`config.mk`:
```
export PLATFORM = sky130hd
export DESIGN_NAME = pwm_wavegen
export DESIGN_NICKNAME = d
export VERILOG_FILES = /design/src/rtl/pwm_wavegen_pkg.sv /design/src/rtl/pwm_wg_prescaler.sv /design/src/rtl/pwm_wg_counter.sv /design/src/rtl/pwm_wg_output.sv /design/src/rtl/pwm_wavegen.sv
export SDC_FILE = /design/constraint.sdc
export NUM_CORES = 1
export LEC_CHECK = 0
export ABC_AREA = 1
export BUFFER_PORTS_ARGS = -buffer_cell sky130_fd_sc_hd__buf_2
export CAP_MARGIN = 20
export CORE_MARGIN = 2
export CORE_UTILIZATION = 42
export DETAILED_ROUTE_END_ITERATION = 7
export GPL_TIMING_DRIVEN = 0
export SYNTH_ARGS = -nofsm -noshare
export SYNTH_HDL_FRONTEND = slang
export SYNTH_SLANG_ARGS = --single-unit
export TNS_END_PERCENT = 20
```
`constraint.sdc`:
```
create_clock -name clk -period 2.7 [get_ports clk]
set_input_delay 0.135 -clock clk [delete_from_list [all_inputs] [get_ports clk]]
set_output_delay 0.135 -clock clk [all_outputs]
set_load 0.02 [all_outputs]
```
`src/rtl/pwm_wavegen_pkg.sv`:
```
`timescale 1ns/1ps
package pwm_wavegen_pkg;

  typedef enum logic [1:0] {
    CM_UP     = 2'd0,
    CM_DOWN   = 2'd1,
    CM_UPDOWN = 2'd2,
    CM_RSVD   = 2'd3
  } cnt_mode_e;

  typedef enum logic [1:0] {
    ACT_HOLD   = 2'd0,
    ACT_LOW    = 2'd1,
    ACT_HIGH   = 2'd2,
    ACT_TOGGLE = 2'd3
  } wave_act_e;

  typedef enum logic [2:0] {
    TRG_ZERO     = 3'd0,
    TRG_PERIOD   = 3'd1,
    TRG_ZERO_PRD = 3'd2,
    TRG_CMP_UP   = 3'd3,
    TRG_CMP_DN   = 3'd4,
    TRG_NONE5    = 3'd5,
    TRG_NONE6    = 3'd6,
    TRG_NONE7    = 3'd7
  } trig_sel_e;

  typedef struct packed {
    logic zero;
    logic period;
    logic cmp_up;
    logic cmp_dn;
  } cnt_events_t;

endpackage

```
`src/rtl/pwm_wg_prescaler.sv`:
```
`timescale 1ns/1ps
// Clock-enable divider: one tick every div+1 clocks while run is high.
module pwm_wg_prescaler #(
  parameter int PSC_W = 12
) (
  input  logic             clk,
  input  logic             rst_n,
  input  logic             run,
  input  logic [PSC_W-1:0] div,
  output logic             tick
);
  localparam logic [PSC_W-1:0] PSC_ONE = PSC_W'(1);

  logic [PSC_W-1:0] psc_q, psc_d;

  always_comb begin
    tick  = run && (psc_q >= div);
    psc_d = psc_q;
    if (!run)      psc_d = '0;
    else if (tick) psc_d = '0;
    else           psc_d = psc_q + PSC_ONE;
  end

  always_ff @(posedge clk or negedge rst_n) begin
    if (!rst_n) psc_q <= '0;
    else        psc_q <= psc_d;
  end
endmodule

```
`src/rtl/pwm_wg_counter.sv`:
```
`timescale 1ns/1ps
// Mode-selectable counter with shadowed period/compare and event detection.
module pwm_wg_counter
  import pwm_wavegen_pkg::*;
#(
  parameter int CNT_W = 16
) (
  input  logic             clk,
  input  logic             rst_n,
  input  logic             tick,
  input  cnt_mode_e        mode,
  input  logic [CNT_W-1:0] per_shadow,
  input  logic [CNT_W-1:0] cmp_shadow,
  output logic [CNT_W-1:0] cnt,
  output logic [CNT_W-1:0] act_per,
  output cnt_events_t      ev
);
  localparam logic [CNT_W-1:0] CNT_ONE = CNT_W'(1);

  logic [CNT_W-1:0] cnt_q, cnt_d;
  logic [CNT_W-1:0] per_q, per_d;
  logic [CNT_W-1:0] cmp_q, cmp_d;
  logic             dir_q, dir_d;
  logic             rising;
  logic             running;
  logic             load;

  // Direction used for compare events
  always_comb begin
    unique case (mode)
      CM_DOWN:   rising = 1'b0;
      CM_UPDOWN: rising = dir_q;
      default:   rising = 1'b1;
    endcase
  end

  assign running = (per_q != '0);

  always_comb begin
    ev.zero   = tick && running && (cnt_q == '0);
    ev.period = tick && running && (cnt_q == per_q);
    ev.cmp_up = tick && running && rising  && (cnt_q == cmp_q);
    ev.cmp_dn = tick && running && !rising && (cnt_q == cmp_q);
  end

  // Next-state: count sequence per mode, stall at period 0
  always_comb begin
    cnt_d = cnt_q;
    dir_d = dir_q;
    load  = 1'b0;
    if (tick) begin
      if (!running) begin
        cnt_d = '0;
        dir_d = 1'b1;
        load  = 1'b1;
      end else begin
        unique case (mode)
          CM_DOWN: begin
            if (cnt_q == '0) begin
              cnt_d = per_shadow;
              load  = 1'b1;
            end else begin
              cnt_d = cnt_q - CNT_ONE;
            end
          end
          CM_UPDOWN: begin
            if (dir_q) begin
              if (cnt_q >= per_q) begin
                dir_d = 1'b0;
                cnt_d = per_q - CNT_ONE;
              end else begin
                cnt_d = cnt_q + CNT_ONE;
              end
            end else if (cnt_q == '0) begin
              dir_d = 1'b1;
              cnt_d = CNT_ONE;
            end else begin
              cnt_d = cnt_q - CNT_ONE;
            end
            load = (cnt_d == '0);
          end
          default: begin
            if (cnt_q >= per_q) cnt_d = '0;
            else                cnt_d = cnt_q + CNT_ONE;
            load = (cnt_d == '0);
          end
        endcase
      end
    end
  end

  // Shadow transfer only at the period boundary
  always_comb begin
    per_d = per_q;
    cmp_d = cmp_q;
    if (load) begin
      per_d = per_shadow;
      cmp_d = cmp_shadow;
    end
  end

  always_ff @(posedge clk or negedge rst_n) begin
    if (!rst_n) begin
      cnt_q <= '0;
      dir_q <= 1'b1;
      per_q <= '0;
      cmp_q <= '0;
    end else begin
      cnt_q <= cnt_d;
      dir_q <= dir_d;
      per_q <= per_d;
      cmp_q <= cmp_d;
    end
  end

  assign cnt     = cnt_q;
  assign act_per = per_q;
endmodule

```
`src/rtl/pwm_wg_output.sv`:
```
`timescale 1ns/1ps
// Event-action waveform, converter trigger, mask and polarity stage.
module pwm_wg_output
  import pwm_wavegen_pkg::*;
(
  input  logic        clk,
  input  logic        rst_n,
  input  cnt_events_t ev,
  input  wave_act_e   a_zero,
  input  wave_act_e   a_period,
  input  wave_act_e   a_cmp_up,
  input  wave_act_e   a_cmp_dn,
  input  trig_sel_e   tsel,
  input  logic        mask_en,
  input  logic        mask_level,
  input  logic        invert,
  output logic        pin,
  output logic        trig
);
  logic      wave_q, wave_d;
  logic      trig_q, trig_d;
  wave_act_e act;

  // One action per clock, zero > period > compare-up > compare-down
  always_comb begin
    if (ev.zero)        act = a_zero;
    else if (ev.period) act = a_period;
    else if (ev.cmp_up) act = a_cmp_up;
    else if (ev.cmp_dn) act = a_cmp_dn;
    else                act = ACT_HOLD;
  end

  // Action encoding
  always_comb begin
    unique case (act)
      ACT_LOW:    wave_d = 1'b0;
      ACT_HIGH:   wave_d = 1'b1;
      ACT_TOGGLE: wave_d = ~wave_q;
      default:    wave_d = wave_q;
    endcase
  end

  // Trigger event select
  always_comb begin
    unique case (tsel)
      TRG_ZERO:     trig_d = ev.zero;
      TRG_PERIOD:   trig_d = ev.period;
      TRG_ZERO_PRD: trig_d = ev.zero | ev.period;
      TRG_CMP_UP:   trig_d = ev.cmp_up;
      TRG_CMP_DN:   trig_d = ev.cmp_dn;
      default:      trig_d = 1'b0;
    endcase
  end

  always_ff @(posedge clk or negedge rst_n) begin
    if (!rst_n) begin
      wave_q <= 1'b0;
      trig_q <= 1'b0;
    end else begin
      wave_q <= wave_d;
      trig_q <= trig_d;
    end
  end

  // Mask first, polarity last
  assign pin  = (mask_en ? mask_level : wave_q) ^ invert;
  assign trig = trig_q;
endmodule

```
`src/rtl/pwm_wavegen.sv`:
```
`timescale 1ns/1ps
module pwm_wavegen
  import pwm_wavegen_pkg::*;
#(
  parameter int CNT_W       = 16,
  parameter int PSC_W       = 12,
  parameter int SYNC_STAGES = 2
) (
  input  logic             clk,
  input  logic             rst_n,
  input  logic             enable,
  input  logic [PSC_W-1:0] prescale,
  input  logic [1:0]       cnt_mode,
  input  logic [CNT_W-1:0] period_in,
  input  logic [CNT_W-1:0] compare_in,
  input  logic [1:0]       act_zero,
  input  logic [1:0]       act_period,
  input  logic [1:0]       act_cmp_up,
  input  logic [1:0]       act_cmp_dn,
  input  logic [2:0]       trig_sel,
  input  logic             mask_en,
  input  logic             mask_level,
  input  logic             invert,
  output logic             pwm_out,
  output logic             adc_trig,
  output logic [CNT_W-1:0] count_out
);
  // Reset: asserted asynchronously, released through a synchronizer
  logic [SYNC_STAGES-1:0] rst_pipe_q;
  logic                   rst_sync_n;

  always_ff @(posedge clk or negedge rst_n) begin
    if (!rst_n) rst_pipe_q <= '0;
    else        rst_pipe_q <= {rst_pipe_q[SYNC_STAGES-2:0], 1'b1};
  end
  assign rst_sync_n = rst_pipe_q[SYNC_STAGES-1];

  logic             tick;
  logic [CNT_W-1:0] act_per;
  cnt_events_t      ev;

  pwm_wg_prescaler #(.PSC_W(PSC_W)) u_psc (
    .clk   (clk),
    .rst_n (rst_sync_n),
    .run   (enable),
    .div   (prescale),
    .tick  (tick)
  );

  pwm_wg_counter #(.CNT_W(CNT_W)) u_cnt (
    .clk        (clk),
    .rst_n      (rst_sync_n),
    .tick       (tick),
    .mode       (cnt_mode_e'(cnt_mode)),
    .per_shadow (period_in),
    .cmp_shadow (compare_in),
    .cnt        (count_out),
    .act_per    (act_per),
    .ev         (ev)
  );

  pwm_wg_output u_out (
    .clk        (clk),
    .rst_n      (rst_sync_n),
    .ev         (ev),
    .a_zero     (wave_act_e'(act_zero)),
    .a_period   (wave_act_e'(act_period)),
    .a_cmp_up   (wave_act_e'(act_cmp_up)),
    .a_cmp_dn   (wave_act_e'(act_cmp_dn)),
    .tsel       (trig_sel_e'(trig_sel)),
    .mask_en    (mask_en),
    .mask_level (mask_level),
    .invert     (invert),
    .pin        (pwm_out),
    .trig       (adc_trig)
  );
endmodule

```
==> flow_summary.toml, run 1 <==
[final_layout]
syn2layout_area_growth_pct = 37.5
num_antenna_cells = 0
fin_nets = 1144
stdcell_area_um2 = 7950
fin_util = 0.596
drive_gt1_frac = 0.302

[sta]
final_hold_viol_count = 0
relSlewSlack = 0.442
setup_viol = 38
timing.final.ws_setup_ns = -0.460
rsz0062_at_grt = "true"
finClkSkew_ns = 0.00724
fin_crit_ns = 3.16
fin_hold_ws_ns = 0.00461
layout_worst_path_cycle_share = 1.17
drv_slew = 0
tightest_slew_ns = 0.837
fmax_mhz = 316

[worst_setup_path]
crit_type = "register to register"
path_delay_family = "buffers and inverters"
endpoint = "u_cnt.cnt[10]$_DFFE_PN0P_"
worstSetupStartpointType = "register"
cp.required_ns = 2.96
r2r-end = "u_cnt.cnt[10]$_DFFE_PN0P_"
worstRegToRegCells = 20
path_cells = "inv_1 > ha_4 > nand2_1 > a21oi_1 > nor2_2 > o21ai_4 > nor2_4 > buf_6 > buf_6 > nand3b_1 > nand3_1 > nand2_1 > buf_4 > buf_4 > buf_4 > buf_4 > buf_4 > o32ai_1 > a21oi_1 > o22ai_1"
crit_path_top_delay_cell = "dfrtp_1"
end_kind = "register"
startpoint = "u_cnt.act_per[13]$_DFFE_PN0P_"
critPathMaxStageDelay_ns = 0.39
cp_num_buf_inv = 8
rrSetupSlack_ns = -0.46
cp_max_fo = 5
r2r-start = "u_cnt.act_per[13]$_DFFE_PN0P_"
cp_num_cells = 20
cp.arrival_ns = 3.42
critPathMostFrequentCell = "buf_4"

[logic_synthesis]
synthAdderAreaFrac = 0.0757
yosysSeqAreaShare = 0.281
synth_top_family_by_area = "simple AND/OR/NAND/NOR gates"
synth_fp_nets = 977
synth_area_per_cell_um2 = 6.58
synthSimpleGateAreaFrac = 0.370
ys_warn_count = 0
synth.distinct_cells = 45
ys_seq_elements = 65
synth-compound-area-share = 0.0960
synthXorXnorAreaFrac = 0.0772
synth_area_um2 = 5790
muxShareOfSynthArea = 0.00173
syn_inst = 879

[global_route]
grt_max_degree = 64
use_met1 = 0.385
gr-max-usage-layer = "met2"
grt_use_met2 = 0.465
grtUsageTotal = 0.291
grt_pass1_vias = 6069
grtUsageMet3 = 0.0757
grt-ovfl-total = 0
grt_pass1_wl_mm = 32.5
antenna_found_initial = 0

[status]
violations = "setup timing"
status = "complete, but fails checks"

[route]
firstDrtPassIters = 5
vias_per_cell = 5.34
drc = 0
postRouteAntennaNets = 0
vias = 6556
dr.first_iter.drc_count = 660
routed_wirelength_mm = 21.3
routedWlPerCell_um = 17.4

[clocking]
cts-htree-levels = 3
cts_num_sinks = 65
clk_latency_ns = 0.35
clkTransAtPathRegs_ns = 0.06
cts_root_buf = "clkbuf_16"
clk_path_buf_depth = 2
cts_inserted_buffers = 9
tritoncts = "done"

[floorplanning]
die_x_um = 121
core_area_um2 = 13300
ios = 81
start_util = 0.433
dieArea_um2 = 14700
row_count = 42
die_y_um = 121

[power]
powerDensity_nw_per_um2 = 605
irDropWorstVdd_v = 0.000320
power.leakage_nw = 4.04
total_power_mw = 4.82

[place]
placed_cell_area_um2 = 6430
io_buffers = 80
gpl.final_weighted_congestion = 0.946
place_hpwl_mm = 15.1

[worst_hold_path]
min_path_type = "primary input to register"

[job]
drv_cap = 0
-- per-layer routing --
| layer | wire [um] | vias to the layer above | part of all wire |
|---|---|---|---|
| met1 | 9360 | 3058 | 0.44 |
| met3 | 1520 | 51 | 0.071 |
| met4 | 582 | 0 | 0.027 |
| met2 | 9860 | 254 | 0.46 |
| met5 | 0 | - | 0 |
| li1 | - | 3193 | - |
-- report_power, final --
part / leakage (nW) / switching, mW / internal, mW
Sequential: 0.816 / 0.127 / 1.07
Combinational: 3.07 / 1.34 / 0.982
Clock: 0.153 / 0.468 / 0.836
-- stage by stage --
step / setup TNS, ns / std cells / setup slack (ns)
after CTS: -7.07 / 1212 / -0.186
after detailed placement: -36.71 / 1135 / -0.835
after floorplan: 0 / 879 / 0.000574
after global routing: -21.33 / 1227 / -0.598
final: -14.86 / 1227 / -0.460
after global placement: -44.27 / 1135 / -0.878
-- worst reg2reg max path, delay by kind of cell, from the launching register on --
kind	cells	cell delay, ns
AND/OR/NAND/NOR	6	0.82
buffers and inverters	8	1.04
adder cells (fa/ha/maj)	1	0.24
AO/OA/AOI/OAI	5	0.60
flip-flops	1	0.39
-- area by class of cell --
type | instances | area [um^2]
Buffer | 37 | 260
Inverter | 97 | 370
Timing Repair Buffer | 154 | 1040
Multi-Input combinational cell | 681 | 4080
Timing Repair inverter | 1 | 7.51
Clock inverter | 4 | 76.3
Clock buffer | 12 | 246
Fill cell | 1319 | 5390
Tap cell | 176 | 220
Sequential cell | 65 | 1650
-- registers in the layout, indices dropped and copies added (netlist names) --
name	count
u_out.wave_q	1
u_cnt.cnt	16
u_psc.psc_q	12
u_out.trig	1
u_cnt.dir_q	1
u_cnt.cmp_q	16
rst_pipe_q	2
u_cnt.act_per	16
-- cell usage after synthesis (all sizes together) --
master / n / area, um^2
nand2: 254 / 971
nor2: 103 / 414
nand3: 97 / 485
inv: 94 / 355
dfrtp: 64 / 1600
xor2: 36 / 315
ha: 35 / 438
o21ai: 35 / 175
a21oi: 26 / 130
clkbuf: 21 / 78.8
nand4: 18 / 113
buf: 16 / 115
xnor2: 15 / 131
nor3: 13 / 76.3
o22ai: 11 / 68.8
a31oi: 5 / 31.3
nand3b: 5 / 37.5
o221ai: 4 / 35.0
clkinv: 3 / 11.3
o32ai: 3 / 26.3
or2: 3 / 18.8
a211oi: 2 / 15.0
a21boi: 2 / 15.0
a21o: 2 / 15.0
nor4: 2 / 12.5
o311ai: 2 / 17.5
a32o: 1 / 10.0
conb: 1 / 3.75
dfstp: 1 / 26.3
mux2i: 1 / 10.0
nor3b: 1 / 7.51
o31ai: 1 / 7.51
o41ai: 1 / 8.76
or4: 1 / 7.51
-- cells in the final DEF, fill, tap and decap left out, types with 12 or more instances in the layout --
master    instances
nand3_1          86
nand2_1         206
inv_1            82
ha_1             23
nand2_2          38
o21ai_0          31
clkbuf_1         16
dfrtp_1          51
nand4_1          18
xnor2_1          15
xor2_1           36
nor2_1           87
buf_2            84
dfrtp_2          12
buf_4            67
a21oi_1          23
-- cell families (layout without fill, tap and decap cells) --
family / after synthesis / in the layout
and+or+nand+nor: 497 / 498
xor gates and xnor gates: 51 / 51
DFF: 65 / 65
adders and majority gates: 35 / 35
AOI/OAI and AO/OA: 95 / 95
other: 1 / 1
muxes: 1 / 1
buffers and inverters: 134 / 305
-- what timing repair did --
item,CTS,global route
resized for setup,97,62
hold buffers,1,0
buffers inserted,55,13
pin swaps,16,23
setup endpoints to repair,51,50
gates cloned,5,2
hold endpoints to repair,2,0
-- how the worst min path moves through the flow --
stage,startpoint,to,cells past startpoint
after global routing,compare_in[14],u_cnt.cmp_q[14]$_DFFE_PN0P_,3
after global placement,rst_n,rst_pipe_q[0]$_DFF_PN0_,1
after floorplan,rst_n,rst_pipe_q[0]$_DFF_PN0_,0
after CTS,compare_in[9],u_cnt.cmp_q[9]$_DFFE_PN0P_,3
after detailed placement,rst_n,rst_pipe_q[0]$_DFF_PN0_,1
final,compare_in[5],u_cnt.cmp_q[5]$_DFFE_PN0P_,3
No activity file was read; power rests on OpenSTA's default activity.
==> inputs of run 2 (changes only) <==
--- a/config.mk
+++ b/config.mk
@@ -5,10 +5,9 @@
 export SDC_FILE = /design/constraint.sdc
 export NUM_CORES = 1
 export LEC_CHECK = 0
-export ABC_AREA = 1
 export BUFFER_PORTS_ARGS = -buffer_cell sky130_fd_sc_hd__buf_2
 export CAP_MARGIN = 20
-export CORE_MARGIN = 2
+export CORE_MARGIN = 1.5
 export CORE_UTILIZATION = 42
 export DETAILED_ROUTE_END_ITERATION = 7
 export GPL_TIMING_DRIVEN = 0
==> run 2 against run 1 <==
The run still ends with setup timing left. Register-to-register slack worse by 0.37 ns. Final cell count fell by 20%. Clock power shrank 15%. Synthesized cell count is 23% lower. Die area is 2.2% lower. Via count fell by 10%. Flip-flop and latch count unchanged. Clock skew about the same. Critical path depth down 8. Critical path type unchanged. Critical endpoint is now u_cnt.act_per[10]$_DFFE_PN0P_. Largest cell class unchanged. Largest power group unchanged. Highest routed layer unchanged.
==> flow_summary.toml, run 2 <==
[logic_synthesis]
synth_ff_type = "dfrtp_1"
syn_inst = 679
yosys.area.top_type = "dfrtp_1"
synth_fp_nets = 777
netlist.area_leader.share = 0.278
synth_edf_count = 0
yosysSeqAreaShare = 0.283
synth.area.top_cells = "dfrtp_1, ha_1, xnor2_1"
ys_seq_elements = 65
async_flop_share = 1.00
synth_area_um2 = 5750
ys_warn_count = 0
synth.distinct_cells = 71
synth_area_per_cell_um2 = 8.47
synth.most_common_cell = "dfrtp_1"
yosys-top-cells-count = "dfrtp_1, nor2_1, inv_1"

[power]
pwr-share-clk = 0.291
power.leakage_nw = 3.60
irDropWorstVdd_v = 0.000272
p_int_mw = 2.31
power_frac_seq = 0.292
switching_share = 0.398
total_power_mw = 3.83
power.switching_mw = 1.53
combPwrFrac = 0.417
powerDensity_nw_per_um2 = 509

[route]
drc = 0
routed_wirelength_mm = 21.9
routedWlPerCell_um = 22.4
vias = 5868
vias_per_cell = 5.98
postRouteAntennaNets = 0
dr.first_iter.drc_count = 533
firstDrtPassIters = 6

[floorplanning]
dieArea_um2 = 14400
row_count = 42
start_util = 0.433
die_y_um = 120
die_x_um = 120
ios = 81
core_area_um2 = 13300

[status]
violations = "setup timing"
status = "complete, but fails checks"

[final_layout]
fin_nets = 898
syn2layout_area_growth_pct = 30.8
drive_gt1_frac = 0.335
final_cell_mix = "buf_2, nor2_1, inv_1, nand2_1, dfrtp_1"
num_antenna_cells = 0
final_common_cell = "buf_2"
fin_cells = 981

[global_route]
grtUsageTotal = 0.311
grt_max_degree = 64
antenna_found_initial = 0
grt-ovfl-total = 0
grt_pass1_wl_mm = 33.3
grt_pass1_vias = 5772

[worst_hold_path]
min_path_type = "primary input to register"

[worst_setup_path]
worstSetupStartpointType = "register"
crit_type = "register to register"
critPathMostFrequentCell = "buf_6"
critPathMaxStageDelay_ns = 0.56
end_kind = "register"
cp.arrival_ns = 3.78
path_cells = "ha_4 > nand4_1 > or4_4 > o32a_1 > nand2_4 > mux2_4 > a22oi_2 > o31a_2 > a211oi_4 > buf_6 > buf_6 > o32ai_2"
cp.required_ns = 2.95
crit_path_top_delay_cell = "or4_4"
cp_max_fo = 6

[clocking]
tritoncts = "done"
clkTransAtPathRegs_ns = 0.06
clk_latency_ns = 0.35
cts_num_sinks = 65
cts_root_buf = "clkbuf_16"
cts_inserted_buffers = 9
cts-htree-levels = 3
clk_path_buf_depth = 2

[sta]
tightest_slew_ns = 0.874
timing.final.ws_setup_ns = -0.831
rsz0062_at_grt = "true"
setup_viol = 51
fin_tns_setup_ns = -35.32
drv_slew = 0
fin_hold_ws_ns = 0.0114
fin_crit_ns = 3.53
relSlewSlack = 0.418
layout_worst_path_cycle_share = 1.31
finClkSkew_ns = 0.00727
final_hold_viol_count = 0
fmax_mhz = 283

[place]
place_hpwl_mm = 16.3
dp_cells = 935
gpl.final_weighted_congestion = 0.941
io_buffers = 80

[job]
drv_cap = 0
## run 2: cell types whose count changed after synthesis, moves of 10 or more
cell and change:
a21oi_1 +15, clkbuf_1 +12, inv_1 -38, mux2_2 +10, mux2_4 +15, nand2_1 -197
nand3_1 -77, nor2_1 -42, nor3_1 +13, o21ai_0 -11, o32ai_1 +14, xnor2_1 +20
## run 2: area by class of cell
class	count	area, um^2
well taps	176	220
multi-input cells	516	4200
fillers	1229	5770
inverters	54	205
clock buffers	10	229
plain buffers	43	330
clock inverters	6	43.8
repair buffers	111	647
flip-flops and latches	65	1650
## run 2: logic make-up (layout without fill, tap and decap cells)
kind of cell | count (synthesis) | in the layout | share of synthesized area
adders and majority gates | 35 | 35 | 0.0761
DFF | 65 | 65 | 0.283
muxes | 33 | 33 | 0.0727
xor gates and xnor gates | 70 | 70 | 0.107
other | 1 | 1 | 0.000652
AOI/OAI and AO/OA | 157 | 157 | 0.194
and+or+nand+nor | 220 | 220 | 0.198
buffers and inverters | 98 | 224 | 0.0698
## run 2: layer usage
layer	vias up	wire [um]	track usage
met4	0	848	0.128
met2	280	9790	0.484
met5	-	0	0
li1	2687	-	-
met1	2851	9670	0.417
met3	50	1640	0.0699
## run 2: worst paths after layout
| path | startpoint | end | slack [ns] | cells past startpoint |
|---|---|---|---|---|
| setup / recovery | u_cnt.cnt[9]$_DFFE_PN0P_ | u_cnt.act_per[10]$_DFFE_PN0P_ | -0.83 | 12 |
| hold / removal | compare_in[0] | u_cnt.cmp_q[0]$_DFFE_PN0P_ | 0.01 | 2 |
| setup reg to reg | u_cnt.cnt[9]$_DFFE_PN0P_ | u_cnt.act_per[10]$_DFFE_PN0P_ | -0.83 | 12 |
| hold reg to reg | rst_pipe_q[0]$_DFF_PN0_ | rst_pipe_q[1]$_DFF_PN0_ | 0.35 | 0 |
| max in group asynchronous | rst_pipe_q[1]$_DFF_PN0_ | u_cnt.act_per[5]$_DFFE_PN0P_ | 1.63 | 0 |
| min in group asynchronous | rst_n | rst_pipe_q[0]$_DFF_PN0_ | 0.10 | 2 |
## run 2: repair_timing
item | 4_1_cts | 5_1_grt
gates cloned | 1 | 0
pin swaps | 30 | 14
resized for setup | 97 | 29
endpoints found under the setup margin | 51 | 61
setup buffers | 21 | 8
hold endpoints to repair | 2 | 0
hold buffers | 1 | 0
## run 2: power by group through the flow
stage / Combinational (mW) / Sequential [mW] / Clock (mW)
final: 1.60 / 1.12 / 1.11
after global routing: 1.71 / 1.13 / 1.18
after CTS: 1.51 / 1.12 / 1.12
after detailed placement: 1.34 / 1.14 / 0
after global placement: 1.33 / 1.14 / 0
after floorplan: 0.933 / 1.12 / 0
## run 2: through the flow
| step | instance area, um^2 | util | setup slack (ns) |
|---|---|---|---|
| global placement | 6490 | 0.488 | -1.28 |
| global route | 7520 | 0.566 | -0.920 |
| CTS | 7370 | 0.554 | -0.858 |
| floorplan | 5870 | - | -0.628 |
| detailed placement | 6490 | 0.489 | -1.18 |
| finish | 7520 | 0.566 | -0.831 |
## run 2: worst max-delay path, delay by kind of cell (launching register included)
| family | cells | cell delay [ns] |
|---|---|---|
| AOI/OAI and AO/OA | 5 | 1.24 |
| and+or+nand+nor | 3 | 0.85 |
| DFF | 1 | 0.46 |
| muxes | 1 | 0.31 |
| adders and majority gates | 1 | 0.29 |
| buffers and inverters | 2 | 0.28 |
==> inputs of run 3 (changes only) <==
--- a/config.mk
+++ b/config.mk
@@ -11,7 +11,9 @@
 export CORE_UTILIZATION = 42
 export DETAILED_ROUTE_END_ITERATION = 7
 export GPL_TIMING_DRIVEN = 0
+export REMOVE_ABC_BUFFERS = 1
 export SYNTH_ARGS = -nofsm -noshare
 export SYNTH_HDL_FRONTEND = slang
+export SYNTH_HIERARCHICAL = 1
 export SYNTH_SLANG_ARGS = --single-unit
 export TNS_END_PERCENT = 20
==> run 3 against run 2 <==
Flip-flop and latch count stayed put. Area after synthesis rose by 2.3%. Setup slack worse by 0.0089 ns. Final cell count shrank 0.31%. Register-to-register slack hardly changed. Synthesized cell count decreased by 0.59%. The flow still finishes with violations (setup timing). Maximum frequency fell by 0.25%. Via count grew 2.0%. First-iteration DRC count grew 27%. Sequential power is 8% higher. Clock skew fell by 0.0012 ns. Highest routed layer unchanged. Hold slack gained 0.0028 ns. Critical path type unchanged.
==> flow_summary.toml, run 3 <==
[power]
powerDensity_nw_per_um2 = 524
irDropWorstVdd_v = 0.000302
power.leakage_nw = 3.37
total_power_mw = 4.05

[floorplanning]
row_count = 43
ios = 81
core_area_um2 = 13800
die_y_um = 121
die_x_um = 121
dieArea_um2 = 14700
start_util = 0.427

[logic_synthesis]
synth.most_common_cell = "nand2_1"
synth_edf_count = 0
synth_ff_type = "dfrtp_1"
async_flop_share = 1.00
ys_seq_elements = 65
synth.area.top_cells = "dfrtp_1, xnor2_1, ha_1"
netlist.area_leader.share = 0.272
synth_area_per_cell_um2 = 8.72
yosys.area.top_type = "dfrtp_1"
synth.distinct_cells = 71
synth_area_um2 = 5880
ys_warn_count = 6
syn_inst = 675
yosysSeqAreaShare = 0.277
yosys-top-cells-count = "nand2_1, dfrtp_1, xnor2_1"

[worst_setup_path]
crit_path_top_delay_cell = "dfrtp_2"
path_cells = "ha_4 > a21o_1 > a221o_1 > a221oi_4 > and3_4 > and2_4 > nand2_1 > o211a_1 > a41oi_4 > buf_12 > buf_12 > mux2_2"
cp.arrival_ns = 3.77
critPathMaxStageDelay_ns = 0.45
cp_max_fo = 8
cp.required_ns = 2.93
critPathMostFrequentCell = "buf_12"
crit_type = "register to register"
path_delay_family = "compound AO/OA/AOI/OAI gates"
cp_num_buf_inv = 2
end_kind = "register"
worstSetupStartpointType = "register"

[job]
drv_cap = 0

[sta]
fin_crit_ns = 3.54
fmax_mhz = 282
relSlewSlack = 0.364
setup_viol = 50
drv_slew = 0
tightest_slew_ns = 0.954
timing.final.ws_setup_ns = -0.840
finClkSkew_ns = 0.00608
fin_hold_ws_ns = 0.0141
rsz0062_at_grt = "true"
layout_worst_path_cycle_share = 1.31
final_hold_viol_count = 0

[route]
routed_wirelength_mm = 20.7
routedWlPerCell_um = 21.2
postRouteAntennaNets = 0
firstDrtPassIters = 6
vias = 5987
dr.first_iter.drc_count = 676
vias_per_cell = 6.12
drc = 0

[final_layout]
final_cell_mix = "buf_2, nand2_1, buf_4"
final_common_cell = "buf_2"
fin_cells = 978
fin_nets = 892
syn2layout_area_growth_pct = 31.3
n_fill_cell = 1279
register_area_um2 = 1670
num_antenna_cells = 0
multi_input_area_um2 = 4340
stdcell_area_um2 = 7730
drive_gt1_frac = 0.368

[clocking]
cts_root_buf = "clkbuf_16"
clk_latency_ns = 0.35
cts_num_sinks = 65
cts_inserted_buffers = 9
clk_path_buf_depth = 2
cts-htree-levels = 3
clkTransAtPathRegs_ns = 0.06
tritoncts = "done"

[global_route]
grt_pass1_vias = 5857
antenna_found_initial = 0
grt-ovfl-total = 0
grt_max_degree = 64
grt_pass1_wl_mm = 31.3
grtUsageTotal = 0.279

[place]
place_hpwl_mm = 12.9
dpl_worst_slack_ns = -2.50
dp_cells = 894
gpl.final_weighted_congestion = 0.921
io_buffers = 80
placed_cell_area_um2 = 6330

[status]
status = "complete, but fails checks"
violations = "setup timing"

[worst_hold_path]
min_path_type = "primary input to register"
==> run 3: changes by cell type after synthesis, moves of 15 or more <==
cell	change
a21oi_1	-19
mux2_4	+15
nand2_1	+21
nor2_1	-22
xnor2_1	+20
xor2_1	-25
==> run 3: worst reg2reg max path, stage by stage, from the launching register on <==
cell and delay (ns):
dfrtp_2 0.45, ha_4 0.26, a21o_1 0.16, a221o_1 0.35, a221oi_4 0.33, and3_4 0.30
and2_4 0.22, nand2_1 0.15, o211a_1 0.31, a41oi_4 0.27, buf_12 0.16, buf_12 0.14
mux2_2 0.33
==> run 3: logic make-up after synthesis <==
group | synth area share
mux | 0.0855
xor+xnor | 0.0967
fa+ha+maj | 0.0765
buf+inv | 0.0663
simple gates | 0.232
compound gates | 0.166
other cells | 0.000637
flops | 0.277
==> run 3: final timing paths <==
| kind | from | to | slack [ns] | depth (start not counted) |
|---|---|---|---|---|
| setup / recovery | u_cnt/cnt[5]$_DFFE_PN0P_ | u_cnt/cmp_q[10]$_DFFE_PN0P_ | -0.84 | 12 |
| hold / removal | compare_in[14] | u_cnt/cmp_q[14]$_DFFE_PN0P_ | 0.01 | 2 |
| setup reg to reg | u_cnt/cnt[5]$_DFFE_PN0P_ | u_cnt/cmp_q[10]$_DFFE_PN0P_ | -0.84 | 12 |
| hold reg to reg | rst_pipe_q[0]$_DFF_PN0_ | rst_pipe_q[1]$_DFF_PN0_ | 0.35 | 0 |
| max in group asynchronous | rst_pipe_q[1]$_DFF_PN0_ | u_cnt/cnt[11]$_DFFE_PN0P_ | 1.60 | 0 |
| min in group asynchronous | rst_n | rst_pipe_q[1]$_DFF_PN0_ | 0.10 | 2 |
==> run 3: what timing repair did <==
item / in CTS / in global routing
setup endpoints to repair: 51 / 50
buffers inserted: 42 / 19
gates resized for setup: 83 / 25
hold endpoints to repair: 2 / 0
cloned: 5 / 1
pin swaps: 29 / 15
hold buffers: 1 / 0
==> run 3: stage by stage <==
| stage | util | setup TNS (ns) |
|---|---|---|
| finish | 0.561 | -29.63 |
| floorplan | - | -83.82 |
| global placement | 0.457 | -144.33 |
| detailed placement | 0.460 | -102.35 |
| CTS | 0.540 | -25.08 |
| global route | 0.561 | -34.22 |
==> run 3: per-layer routing <==
| metal | vias to the layer above | routed length (um) | global-route usage | share of wire |
|---|---|---|---|---|
| met4 | 0 | 1230 | 0.150 | 0.059 |
| li1 | 2687 | - | - | - |
| met5 | - | 0 | 0 | 0 |
| met2 | 340 | 9510 | 0.456 | 0.46 |
| met1 | 2867 | 8230 | 0.350 | 0.40 |
| met3 | 93 | 1720 | 0.0456 | 0.083 |
==> run 3: final cells by class <==
class	instances	share of cell area
Clock buffer	10	0.0309
Clock inverter	6	0.0115
Inverter	45	0.0219
Multi-Input combinational cell	526	0.561
Sequential cell	65	0.216
Tap cell	180	0.0291
Timing Repair Buffer	146	0.130
==> run 3: where the power goes <==
group | internal (mW) | switching, mW | total (mW)
clock | 0.834 | 0.465 | 1.30
combinational | 0.667 | 0.878 | 1.54
sequential | 1.06 | 0.151 | 1.21
total | 2.56 | 1.49 | 4.05
